## src/rtl/frame_tx_regs.sv

```systemverilog
module frame_tx_regs #(
  parameter int DEPTH = 16,
  parameter int DW    = 32,
  parameter int AW    = 8,
  parameter int SEQW  = 16
) (
  input  logic          clk,
  input  logic          rst_n,
  input  logic          wr_en,
  input  logic [AW-1:0] wr_addr,
  input  logic [31:0]   wr_data,
  input  logic          rd_en,
  input  logic [AW-1:0] rd_addr,
  output logic [31:0]   rd_data,
  output logic [DW-1:0] m_tdata,
  output logic          m_tvalid,
  input  logic          m_tready,
  output logic          m_tlast,
  output logic          irq
);
  localparam int IW  = $clog2(DEPTH);
  localparam int CW  = 6;
  localparam int MW  = 32 - CW - SEQW - 4 - CW;
  localparam logic [AW-1:0] A_CTRL = 'h00, A_GIE = 'h04, A_IER = 'h08, A_ISR = 'h0C,
                            A_LEN = 'h10, A_STAT = 'h80, A_VLD = 'h84;
  localparam int BUF_TAG = 'h40 >> (IW + 2);

  logic            start_q, done_q, auto_q, gie_q, vld_q, sending;
  logic [1:0]      ier_q, isr_q;
  logic [31:0]     len_q, stat_q;
  logic [IW-1:0]   idx;
  logic [IW:0]     size_q;
  logic [SEQW-1:0] seq_q;
  logic [DW-1:0]   mem [DEPTH];

  wire wr_ctrl   = wr_en && wr_addr == A_CTRL;
  wire rd_ctrl   = rd_en && rd_addr == A_CTRL;
  wire rd_vld    = rd_en && rd_addr == A_VLD;
  wire wr_buf    = wr_en && wr_addr[AW-1:IW+2] == BUF_TAG[AW-IW-3:0];
  wire rd_buf    = rd_addr[AW-1:IW+2] == BUF_TAG[AW-IW-3:0];
  wire accept    = start_q && !sending;
  wire len_ok    = len_q != 0 && len_q <= DEPTH;
  wire len_big   = len_q > DEPTH;
  wire hs        = m_tvalid && m_tready;
  wire fin_frame = hs && m_tlast;
  wire fin_empty = accept && !len_ok;
  wire finish    = fin_frame || fin_empty;
  wire [SEQW-1:0] seq_nx = seq_q + 1'b1;
  wire [CW-1:0]   cap    = CW'(DEPTH);

  assign m_tvalid = sending;
  assign m_tdata  = mem[idx];
  assign m_tlast  = sending && ({1'b0, idx} == size_q - 1'b1);
  assign irq      = gie_q && (|isr_q);

  always_ff @(posedge clk)
    if (wr_buf) mem[wr_addr[IW+1:2]] <= wr_data[DW-1:0];

  always_ff @(posedge clk) begin
    if (!rst_n) begin
      start_q <= 1'b0; done_q <= 1'b0; auto_q <= 1'b0; gie_q <= 1'b0;
      vld_q <= 1'b0; sending <= 1'b0; ier_q <= '0; isr_q <= '0;
      len_q <= '0; stat_q <= '0; idx <= '0; size_q <= '0; seq_q <= '0;
    end else begin
      if (accept)                   start_q <= auto_q;
      else if (wr_ctrl && wr_data[0]) start_q <= 1'b1;
      if (wr_ctrl)                  auto_q <= wr_data[7];
      if (wr_en && wr_addr == A_GIE) gie_q <= wr_data[0];
      if (wr_en && wr_addr == A_IER) ier_q <= wr_data[1:0];
      if (wr_en && wr_addr == A_LEN) len_q <= wr_data;

      isr_q <= (isr_q ^ ((wr_en && wr_addr == A_ISR) ? wr_data[1:0] : 2'b00))
             | {accept && ier_q[1], finish && ier_q[0]};

      if (finish)       done_q <= 1'b1;
      else if (rd_ctrl) done_q <= 1'b0;
      if (finish)       vld_q <= 1'b1;
      else if (rd_vld)  vld_q <= 1'b0;

      if (accept && len_ok) begin
        sending <= 1'b1;
        idx     <= '0;
        size_q  <= len_q[IW:0];
      end else if (hs) begin
        if (m_tlast) sending <= 1'b0;
        else         idx <= idx + 1'b1;
      end

      if (fin_frame) begin
        seq_q  <= seq_nx;
        stat_q <= {cap, {MW{1'b0}}, seq_nx, {(CW-IW-1){1'b0}}, size_q, 4'b0000};
      end else if (fin_empty) begin
        stat_q <= {cap, {MW{1'b0}}, seq_q, {CW{1'b0}}, len_big, len_big, 2'b00};
      end
    end
  end

  always_ff @(posedge clk) begin
    if (!rst_n) rd_data <= '0;
    else if (rd_en) begin
      if (rd_buf) rd_data <= 32'(mem[rd_addr[IW+1:2]]);
      else case (rd_addr)
        A_CTRL:  rd_data <= {24'd0, auto_q, 3'd0, !sending && !start_q, !sending, done_q, start_q};
        A_GIE:   rd_data <= {31'd0, gie_q};
        A_IER:   rd_data <= {30'd0, ier_q};
        A_ISR:   rd_data <= {30'd0, isr_q};
        A_LEN:   rd_data <= len_q;
        A_STAT:  rd_data <= stat_q | {31'd0, sending};
        A_VLD:   rd_data <= {31'd0, vld_q};
        default: rd_data <= '0;
      endcase
    end
  end
endmodule


```

## config.mk

```make
export PLATFORM = sky130hd
export DESIGN_NAME = frame_tx_regs
export DESIGN_NICKNAME = d
export VERILOG_FILES = /design/src/rtl/frame_tx_regs.sv
export SDC_FILE = /design/constraint.sdc
export NUM_CORES = 1
export LEC_CHECK = 0
export BUFFER_PORTS_ARGS = -buffer_cell sky130_fd_sc_hd__buf_4
export CORE_ASPECT_RATIO = 0.75
export CORE_MARGIN = 2
export CORE_UTILIZATION = 62
export CTS_CLUSTER_SIZE = 28
export DETAILED_ROUTE_END_ITERATION = 10
export PLACE_DENSITY = 0.77
export SLEW_MARGIN = 40
export SYNTH_ARGS = -nofsm -noshare
export SYNTH_HDL_FRONTEND = slang
export SYNTH_SLANG_ARGS = --single-unit
```

## constraint.sdc

```tcl
create_clock -name clk -period 5.6 [get_ports clk]
set_input_delay 1.4 -clock clk [delete_from_list [all_inputs] [get_ports clk]]
set_output_delay 1.4 -clock clk [all_outputs]
set_load 0.02 [all_outputs]
```

# Yosys cells after proc, flatten, opt, wreduce, memory -nomap -nowiden
# Memories as Yosys holds them, arrays and structs flattened. A register that Yosys moved wholly into a read port is not among the register bits.
# Cells that the tools add are included.
# Widths: inputs -> output; s select.
# op_classes
mux,18
n_bitwise,5
add_sub_neg,3
n_eq_ne,13
magnitude_cmp,2
reduce_logical,38
# op_table
op,n
$pmux 32 s7,1
$mux 31,2
$eq 8x4->1 const B,4
$gt 32x5->1 const B,1
$le 32x5->1 const B,1
$mux 32,1
$reduce_bool 32->1,1
$or 31x1->31,1
$logic_and 1x1->1,20
$add 16x1->16 const B,1
$eq 8x3->1 const B,2
$eq 8x5->1 const B,2
$eq 8x8->1 const B,2
$logic_not 8->1,2
$reduce_bool 2->1,6
$mux 1,11
$mux 4,2
$reduce_or 2->1,3
$eq 4x5->1,1
$sub 5x1->5 const B,1
$add 4x1->4 const B,1
$eq 2x1->1 const B,2
$reduce_and 2->1,2
$logic_not 1->1,3
5 further kinds,6
# word_totals
out_inout_bits,67
mem_bits_rw,512
ff_bits,122
n_memories,1
wordCells,95
# memory_table
memory,depth,width,rd,rd_clocked_by_memory_dff,write_ports,line,text
mem,16,32,2,1,1,34,logic [DW-1:0] mem [DEPTH];

# Depth between registers and ports, before layout
# logic_depth
ltp_word,7
ltp_mapped,11

# Worst setup path before layout
# Ideal clock, no wire load.
# synth_timing
kind,input to register
startpoint,input wr_en
endpoint,memory mem[0][0] (enable)
path_stages,4
n_path_buf,0
required_time_ns,5.139
setup_time_ns,0.461
path_slack_ns,0.894
arrival_time_ns,4.245
cell_sequence,nor2b_1 nand2_1 or3_1 nor3_1
# synth_between
elab_chain_cells,3
# synth_rtl
element,line,text
"start, declared",9,"input logic wr_en,"
$logic_and 1x1->1,39,wire wr_buf = wr_en && wr_addr[AW-1:IW+2] == BUF_TAG[AW-IW-3:0];
$mux 1,57,if (wr_buf) mem[wr_addr[IW+1:2]] <= wr_data[DW-1:0];
$mux 1 (implied by the code),57,
"end, declared",34,
# No other way between the ends.

==> results.cfg <==
[cts]
cts_buffers = 59
post_cts_buffers = 0
clock_sinks = 638
clk_latency_ns = 0.60
clock_path_buffers = 3
clk_root_buffer_cell = clkbuf_16
ctsResizeCount = 0
htreeDepth = 2
clkTransAtPathRegs_ns = 0.06
cts_tree = yes
cts_hold_buf = 0

[yosys]
synth_top_cell_by_area = edfxtp_1
synth-edff-count = 512
syn_inst = 1607
ys_types = 51
syn_nets = 1663
netlist_top_cells_area = edfxtp_1 (54%), mux4_2 (25%), dfxtp_1 (8.9%)
yosys.area.top_type_share_pct = 54.1
ys_seq_elements = 638
async_reset_ff_share_pct = 0
synth_common_cells = edfxtp_1 (512), mux4_2 (320), nand2_1 (142)
synth_area_um2 = 28400
yosysSeqAreaShare_pct = 62.9
syn_area_per_cell_um2 = 17.7
synth_warnings = 0
yosys_most_used_dff = edfxtp_1
yosysMostFrequentCell = edfxtp_1

[routing]
num_vias = 17200
first_pass_iters = 6
wirelength_um = 77800
viasPerCell = 7.30
drtAntennaViolNets = 0
drc = 0
drt_iter0_markers = 2451
wire_per_inst_um = 33.0

[floorplanning]
die_w_um = 251
std_cell_rows = 67
core_um2 = 44900
start_util_pct = 63.3
die_h_um = 189
io_pins = 120
dieArea_um2 = 47600

[worst_setup_path]
crit_path_start_kind = flop
max_stage_delay_ns = 0.80
crit_buf_inv = 2
critPathTopFamily = multiplexers
crit_chain = buf_12 > mux4_2 > mux4_2 > buf_4
critPathMostFrequentCell = mux4_2
cp.required_ns = 4.20
cp-end-kind = primary output
r2r-start = len_q[15]
crit_slowest_cell = dfxtp_4
cp.depth = 4
reg2regPathDepth = 7
crit_path_max_fanout = 37
worstPathArrival_ns = 3.14
path_class = flop to primary output

[place]
gp_congestion = 0.895
placed_cell_area_um2 = 30300
dp_worst_setup_slack_ns = 1.53
portBuffers = 119
dp_hpwl_um = 47000

[grt]
grt_usage_pct = 33.5
grt_pass1_vias = 17200
grt_overflow = 0
antenna_found_initial = 1
use_met3_pct = 6.38
grt_pass1_wl_um = 115000
grt_busiest_layer = met2
grt_use_met1_pct = 50.2
grt_max_degree = 79
grt_use_met2_pct = 51.4

[timing]
post-route-min-period_ns = 4.54
max_slew_margin_pct = 39.0
report.final.hold_viol_count = 0
rsz0062_at_grt = false
fmax_mhz = 220
setup_viol = 0
hold_ws_ns = 0.478
fin_ws_ns = 1.06
finalMaxSlewViolations = 0
worst_pin_slew_ns = 0.915
min_period_over_period_pct = 81.2
skew_ns = 0.0126
timing.setup.tns_ns = 0

[finish]
layout-drive-gt1-share_pct = 34.6
area_growth_pct = 13.2
nNetsFinal = 1776
design_area_um2 = 32200
diodes = 0

[run]
maxCapViolations = 0

[power_and_ir_drop]
ir_drop_mv = 0.349
total_power_mw = 9.62
power.density_nw_per_um2 = 299
p_leak_nw = 10.1

[status]
status = finished, final reports clean

[hold_path]
hp-start = len_q[11]
hold_depth = 2
holdCritPathClass = flop to flop
-- through the flow --
step | utilization, % | instances
after floorplan | - | 1607
after global placement | 67.0 | 2235
after detailed placement | 67.5 | 2245
after CTS | 71.7 | 2356
after global routing | 71.7 | 2356
final | 71.7 | 2356
-- path summary, 6_finish.rpt --
kind            endpoint  slack (ns)
min            len_q[11]        0.48
max reg2reg   stat_q[12]        2.71
min reg2reg    len_q[11]        0.48
max          m_tdata[19]        1.06
-- cells in the final DEF (no fill, tap or decap), types with 3 or more instances in the layout --
cell       count
nor2_1        61
clkbuf_8       6
a22o_1         5
nand4_1        8
nand2_1      141
nand3b_1       4
a22oi_1        9
nand3_1       21
nor3_2         4
nor4_1        13
buf_12         6
clkbuf_1      20
mux4_2       320
edfxtp_1     512
clkbuf_16     62
xnor2_1       17
nor2b_1        3
clkinv_1       8
dfxtp_1      122
a21oi_1       63
clkinv_2      10
a221oi_1      21
xor2_1         9
inv_1          9
o211ai_1       4
o21ai_0       43
o31ai_1        5
nor3_1        17
mux2i_1        8
bufinv_16      3
ha_1           3
buf_16         4
buf_4        159
buf_6          3
nor2_4        12
a41oi_1        3
buf_8          3
and3_1         6
-- cells by family after synthesis --
kind of cell / count (synthesis) / share of synthesized area (%)
buf+inv: 134 / 2.01
fa+ha+maj: 3 / 0.132
simple gates: 307 / 4.74
xor+xnor: 26 / 0.801
flops: 638 / 62.9
compound gates: 171 / 3.78
mux: 328 / 25.6
-- routing by layer --
metal | routed length, um | share of wire, %
met1 | 29300 | 38
met2 | 36300 | 47
met3 | 9690 | 12
met4 | 2490 | 3.2
met5 | 0 | 0
-- cell type report --
| cell class | instances | area, um^2 |
|---|---|---|
| Sequential cell | 638 | 17900 |
| Fill cell | 2749 | 12700 |
| Multi-Input combinational cell | 835 | 10100 |
| Clock buffer | 87 | 1680 |
| Timing Repair Buffer | 176 | 1530 |
| Tap cell | 586 | 733 |
| Clock inverter | 24 | 198 |
| Inverter | 10 | 37.5 |
-- flip-flops by register name (all words and copies together) (netlist names), named ones only --
| register | cells |
|---|---|
| m_tvalid | 1 |
| start_q | 1 |
| ier_q | 2 |
| stat_q | 23 |
| done_q | 1 |
| size_q | 5 |
| isr_q | 2 |
| len_q | 32 |
| rd_data | 32 |
| vld_q | 1 |
| idx | 4 |
| auto_q | 1 |
| mem | 512 |
| seq_q | 16 |
| gie_q | 1 |
-- worst register-to-register path, stage by stage (launching register included) --
cell and delay [ns]:
dfxtp_1 0.34, nor4_1 0.66, nand4_1 0.37, o31ai_2 0.32, buf_4 0.26, o21a_1 0.50, a22oi_1 0.17, a21oi_1 0.20
-- report_power, final --
part,internal [mW],switching [mW],total (mW)
clock,2.22,1.74,3.96
sequential,5.15,0.0290,5.18
combinational,0.204,0.276,0.480
total,7.57,2.05,9.62
Power figures use the tool's default switching activity.
